$ cat config.mk
export PLATFORM = sky130hd
export DESIGN_NAME = apb_guard_bridge
export DESIGN_NICKNAME = d
export VERILOG_FILES = /design/src/rtl/apb_guard_bridge.sv
export SDC_FILE = /design/constraint.sdc
export NUM_CORES = 1
export LEC_CHECK = 0
export ABC_AREA = 1
export CAP_MARGIN = 20
export CORE_ASPECT_RATIO = 0.9
export CORE_UTILIZATION = 65
export DETAILED_ROUTE_END_ITERATION = 7
export DONT_BUFFER_PORTS = 1
export GPL_ROUTABILITY_DRIVEN = 0
export PLACE_DENSITY = 0.81
export SYNTH_ARGS = -nofsm -noshare
export SYNTH_HDL_FRONTEND = slang
export SYNTH_SLANG_ARGS = --single-unit
$ cat constraint.sdc
create_clock -name clk -period 2.62 [get_ports clk]
set_input_delay 0.262 -clock clk [delete_from_list [all_inputs] [get_ports clk]]
set_output_delay 0.262 -clock clk [all_outputs]
set_load 0.01 [all_outputs]
$ cat src/rtl/apb_guard_bridge.sv
module apb_guard_bridge #(
  parameter int ADDR_W = 8,
  parameter int DATA_W = 16,
  parameter int ID_W = 3,
  parameter logic [ADDR_W-1:0] WIN_LO = 'h40,
  parameter logic [ADDR_W-1:0] WIN_HI = 'h4F,
  localparam int MASK_W = 2 ** (ID_W + 1)
) (
  input  logic              clk,
  input  logic              rst_n,
  input  logic              req_valid,
  input  logic [ID_W-1:0]   req_id,
  input  logic              req_priv,
  input  logic              req_sec,
  input  logic              req_instr,
  input  logic              req_write,
  input  logic [ADDR_W-1:0] req_addr,
  input  logic [DATA_W-1:0] req_wdata,
  output logic              rsp_done,
  output logic              rsp_err,
  output logic [DATA_W-1:0] rsp_rdata,
  input  logic              cfg_we,
  input  logic [MASK_W-1:0] cfg_mask,
  input  logic              cfg_lock,
  output logic              psel,
  output logic              penable,
  output logic              pwrite,
  output logic [ADDR_W-1:0] paddr,
  output logic [DATA_W-1:0] pwdata,
  output logic [2:0]        pprot,
  input  logic [DATA_W-1:0] prdata,
  input  logic              pready,
  input  logic              pslverr
);

  typedef enum logic [1:0] {S_IDLE, S_SETUP, S_ACCESS} state_t;
  state_t st;

  logic [MASK_W-1:0] mask_q;
  logic              lock_q;

  logic            in_win, user_wr, allow, take, deny, fin;
  logic [ID_W:0]   cls;

  assign in_win  = (req_addr >= WIN_LO) && (req_addr <= WIN_HI);
  assign cls     = {req_id, req_write};
  assign user_wr = req_write && !req_priv;
  assign allow   = !in_win || (mask_q[cls] && !user_wr);
  assign take    = (st == S_IDLE) && req_valid;
  assign deny    = take && !allow;
  assign fin     = (st == S_ACCESS) && pready;

  assign rsp_done  = deny || fin;
  assign rsp_err   = deny || (fin && pslverr);
  assign rsp_rdata = fin ? prdata : '0;

  assign psel    = (st != S_IDLE);
  assign penable = (st == S_ACCESS);

  always_ff @(posedge clk or negedge rst_n) begin
    if (!rst_n) begin
      mask_q <= '0;
      lock_q <= 1'b0;
    end else begin
      if (cfg_we && !lock_q) mask_q <= cfg_mask;
      if (cfg_lock) lock_q <= 1'b1;
    end
  end

  always_ff @(posedge clk or negedge rst_n) begin
    if (!rst_n) begin
      st     <= S_IDLE;
      pwrite <= 1'b0;
      paddr  <= '0;
      pwdata <= '0;
      pprot  <= '0;
    end else begin
      case (st)
        S_IDLE: if (take && allow) begin
          st     <= S_SETUP;
          pwrite <= req_write;
          paddr  <= req_addr;
          pwdata <= req_wdata;
          pprot  <= {req_instr, !req_sec, req_priv};
        end
        S_SETUP:  st <= S_ACCESS;
        S_ACCESS: if (pready) st <= S_IDLE;
        default:  st <= S_IDLE;
      endcase
    end
  end

  a_r6_enable_needs_select: assert property (@(posedge clk) disable iff (!rst_n)
    penable |-> psel);

  a_r6_setup_then_access: assert property (@(posedge clk) disable iff (!rst_n)
    (psel && !penable) |=> (psel && penable));

  a_r6_hold_while_waiting: assert property (@(posedge clk) disable iff (!rst_n)
    (psel && penable && !pready) |=> (psel && penable && $stable(paddr)
      && $stable(pwrite) && $stable(pwdata) && $stable(pprot)));

  a_r5_refused_never_selects: assert property (@(posedge clk) disable iff (!rst_n)
    deny |=> !psel);

  a_r4_user_write_blocked: assert property (@(posedge clk) disable iff (!rst_n)
    (take && in_win && user_wr) |=> !psel);

  a_r8_done_needs_ready: assert property (@(posedge clk) disable iff (!rst_n)
    (rsp_done && psel) |-> (penable && pready));

  a_r9_lock_sticky: assert property (@(posedge clk) disable iff (!rst_n)
    lock_q |=> lock_q);

  a_r9_mask_frozen: assert property (@(posedge clk) disable iff (!rst_n)
    lock_q |=> $stable(mask_q));

endmodule

==> flow_summary.toml <==
[outcome]
result_of_the_run = "finished clean"

[job]
drv_cap = 0

[sta]
finalHoldViolations = 0
min_period_ps = 1874
fmax_ghz = 0.5336
slew_violations = 0
finClkSkew_ps = 4.842
worst_slew_pin_slew_ps = 883.3
number_of_endpoints_failing_setup_at_the_final_stage = 0
rsz0062_at_grt = "false"
fin_ws_ps = 745.8
fin_crit_sh_pct = 71.53
timing.max_slew.rel_slack_pct = 40.97
setup-tns-final_ps = 0

[route]
drtIter0Drc = 137
num_vias = 1711
finalWirelength_um = 4473
antenna_violating_nets_post_route = 0
route.detailed.vias_per_inst = 5.314
drt_drc_violations_left = 0
drt_pass1_iterations = 4
wl_per_cell_um = 13.89

[clocking]
cts-htree-levels = 2
total_cts_buffers = 5
number_of_instances_resized_during_post_cts_repair = 0
clockBufferDepth = 2
cts_root_buffer = "sky130_fd_sc_hd__clkbuf_8"
cts.clk_slew.worst_paths_ps = 80
clk-insertion-delay-late_ps = 290
cts_tree = "built"
post-cts-setup-buffers = 0
tritoncts_num_sinks = 47

[global_routing]
globalRoute.totalOverflow = 0
grt_first_pass_wirelength_um = 7169
globalRouteTotalUtil_pct = 26.52
grt_start_max_net_pins = 48
grt_antenna_before_repair = 0
first_global_vias = 1593

[power_and_ir_drop]
finalPower_mw = 2.122
power.share.switching_pct = 37.93
share_comb_of_total_power_pct = 23.4
powerDensity_nw_per_um2 = 924.5
power.internal_mw = 1.317
switchingPower_mw = 0.8047
p_leak_nw = 1.305
clockPowerShare_pct = 18.8
worst_ir_drop_vdd_mv = 0.7073
p_seq_share_pct = 57.9

[floorplan]
dieWidth_um = 63.11
start_util_pct = 69.62
die_outline_height_um = 57
die_area_sq_um = 3597
core_sq_um = 3138
fp-row-count = 19
num_io_pins = 118

[yosys]
syn-num-nets = 352
synthDominantCellAreaShare_pct = 53.84
ys_top_cells_by_area = "sky130_fd_sc_hd__dfrtp_1, sky130_fd_sc_hd__nand2_1, sky130_fd_sc_hd__nand3_1"
synthesis.area_per_instance_sq_um = 7.747
ys_warn_count = 0
postSynthRegisterBits = 47
synth.yosys.seq_area_share_pct = 53.84
synthDistinctLibCells = 16
library_cell_with_the_largest_summed_area_after_synthesis = "sky130_fd_sc_hd__dfrtp_1"
gate_count_of_the_mapped_netlist = 282
post_synth_instance_area_sq_um = 2185

[layout]
multiInputGateArea_sq_um = 778.2
antenna_cells = 0
fillCellCount = 280
flow.area_growth_from_synthesis_pct = 5.040
finish.utilization_pct = 73.13
seqCellArea_sq_um = 1176
layout.cells.most_common = "sky130_fd_sc_hd__nand2_1"
share_of_post_route_cells_with_drive_strength_above_1_pct = 5.357
final_nets = 349
mostFrequentLayoutCells = "sky130_fd_sc_hd__nand2_1, sky130_fd_sc_hd__dfrtp_1, sky130_fd_sc_hd__inv_1, sky130_fd_sc_hd__nand3_1, sky130_fd_sc_hd__nor2_1"

[setup_path]
endpoint_kind = "output port"
critical_path_peak_fanout = 17
path_class = "flip-flop to output port"
crit_required_ps = 2360
cp.arrival_ps = 1610
timing.critical_path.from_type = "flip-flop"

[placed_design]
detailed_place_hpwl_um = 3257
place_worst_setup_slack_ps = 926.9
io_buffers = 0

[min_path]
worst_hold_path_type = "input pin to flip-flop"
-- layout make-up --
type | instances | share of cell area [%]
Inverter | 41 | 6.707
Clock inverter | 1 | 0.2181
Tap cell | 42 | 2.290
Multi-Input combinational cell | 180 | 33.91
Sequential cell | 47 | 51.25
Clock buffer | 7 | 3.326
Timing Repair Buffer | 4 | 2.290
-- Yosys cell counts --
library cell	instances
sky130_fd_sc_hd__nand2_1	79
sky130_fd_sc_hd__dfrtp_1	47
sky130_fd_sc_hd__inv_1	41
sky130_fd_sc_hd__nand3_1	41
sky130_fd_sc_hd__nor2_1	36
sky130_fd_sc_hd__a21oi_1	14
sky130_fd_sc_hd__clkbuf_1	7
sky130_fd_sc_hd__buf_2	4
sky130_fd_sc_hd__buf_6	2
sky130_fd_sc_hd__mux2_2	2
sky130_fd_sc_hd__nand2_2	2
sky130_fd_sc_hd__o21ai_0	2
sky130_fd_sc_hd__or2_2	2
sky130_fd_sc_hd__buf_4	1
sky130_fd_sc_hd__nor4_1	1
sky130_fd_sc_hd__o21a_1	1
-- metal layers --
layer | track usage (%) | vias up | wire length [um]
li1 | - | 849 | -
met1 | 36.10 | 775 | 1860
met5 | 0 | - | 0
met4 | 8.638 | 0 | 40
met2 | 40.55 | 83 | 2094
met3 | 9.000 | 4 | 478
-- power groups by stage --
stage / registers (mW) / clock network (mW) / logic [mW]
floorplan: 1.19 / 0 / 0.431
global placement: 1.24 / 0 / 0.451
detailed placement: 1.24 / 0 / 0.483
CTS: 1.23 / 0.408 / 0.498
global route: 1.26 / 0.447 / 0.569
finish: 1.23 / 0.398 / 0.496
-- per-stage QoR --
stage / std cells / cell area, sq um / hold WS [ps]
after floorplan: 282 / 2185 / -33.59
after global placement: 312 / 2176 / -32.74
after detailed placement: 312 / 2176 / -32.45
after CTS: 322 / 2295 / 78.70
after global routing: 322 / 2295 / 65.63
final: 322 / 2295 / 80.79
-- state kept, by name (all words and copies together), names as in the netlist --
register and count:
lock_q 1, pwdata 16, paddr 8, pprot 3, mask_q 16, st 2
pwrite 1
-- worst paths after layout --
| path | cells after the start | slack [ps] | startpoint | endpoint |
|---|---|---|---|---|
| worst min-delay path | 1 | 80 | cfg_lock | lock_q |
| worst min register to register | 1 | 490 | lock_q | lock_q |
| worst max register to register | 7 | 890 | st[1] | pwdata[10] |
| worst max-delay path | 3 | 750 | st[0] | rsp_rdata[11] |
| max in group asynchronous | 2 | 1920 | rst_n | pwdata[15] |
| min in group asynchronous | 2 | 510 | rst_n | pwdata[1] |
-- repair_timing --
action                                  CTS  global route
endpoints found under the setup margin    0             0
endpoints found under the hold margin    47             0
hold buffers                              2             0
-- worst max-delay path, stage by stage, from the launching register on --
cell	delay, ps
sky130_fd_sc_hd__dfrtp_1	400
sky130_fd_sc_hd__nor2_1	270
sky130_fd_sc_hd__nand2_1	350
sky130_fd_sc_hd__nor2_1	300
-- cell families (layout without fill, tap and decap cells) --
| group | count (synthesis) | after routing | share of synthesized area, % |
|---|---|---|---|
| and+or+nand+nor | 161 | 161 | 30.58 |
| buffers and inverters | 55 | 53 | 10.54 |
| DFF | 47 | 47 | 53.84 |
| AOI/OAI and AO/OA | 17 | 17 | 4.009 |
| muxes | 2 | 2 | 1.031 |
Power figures use the tool's default switching activity.
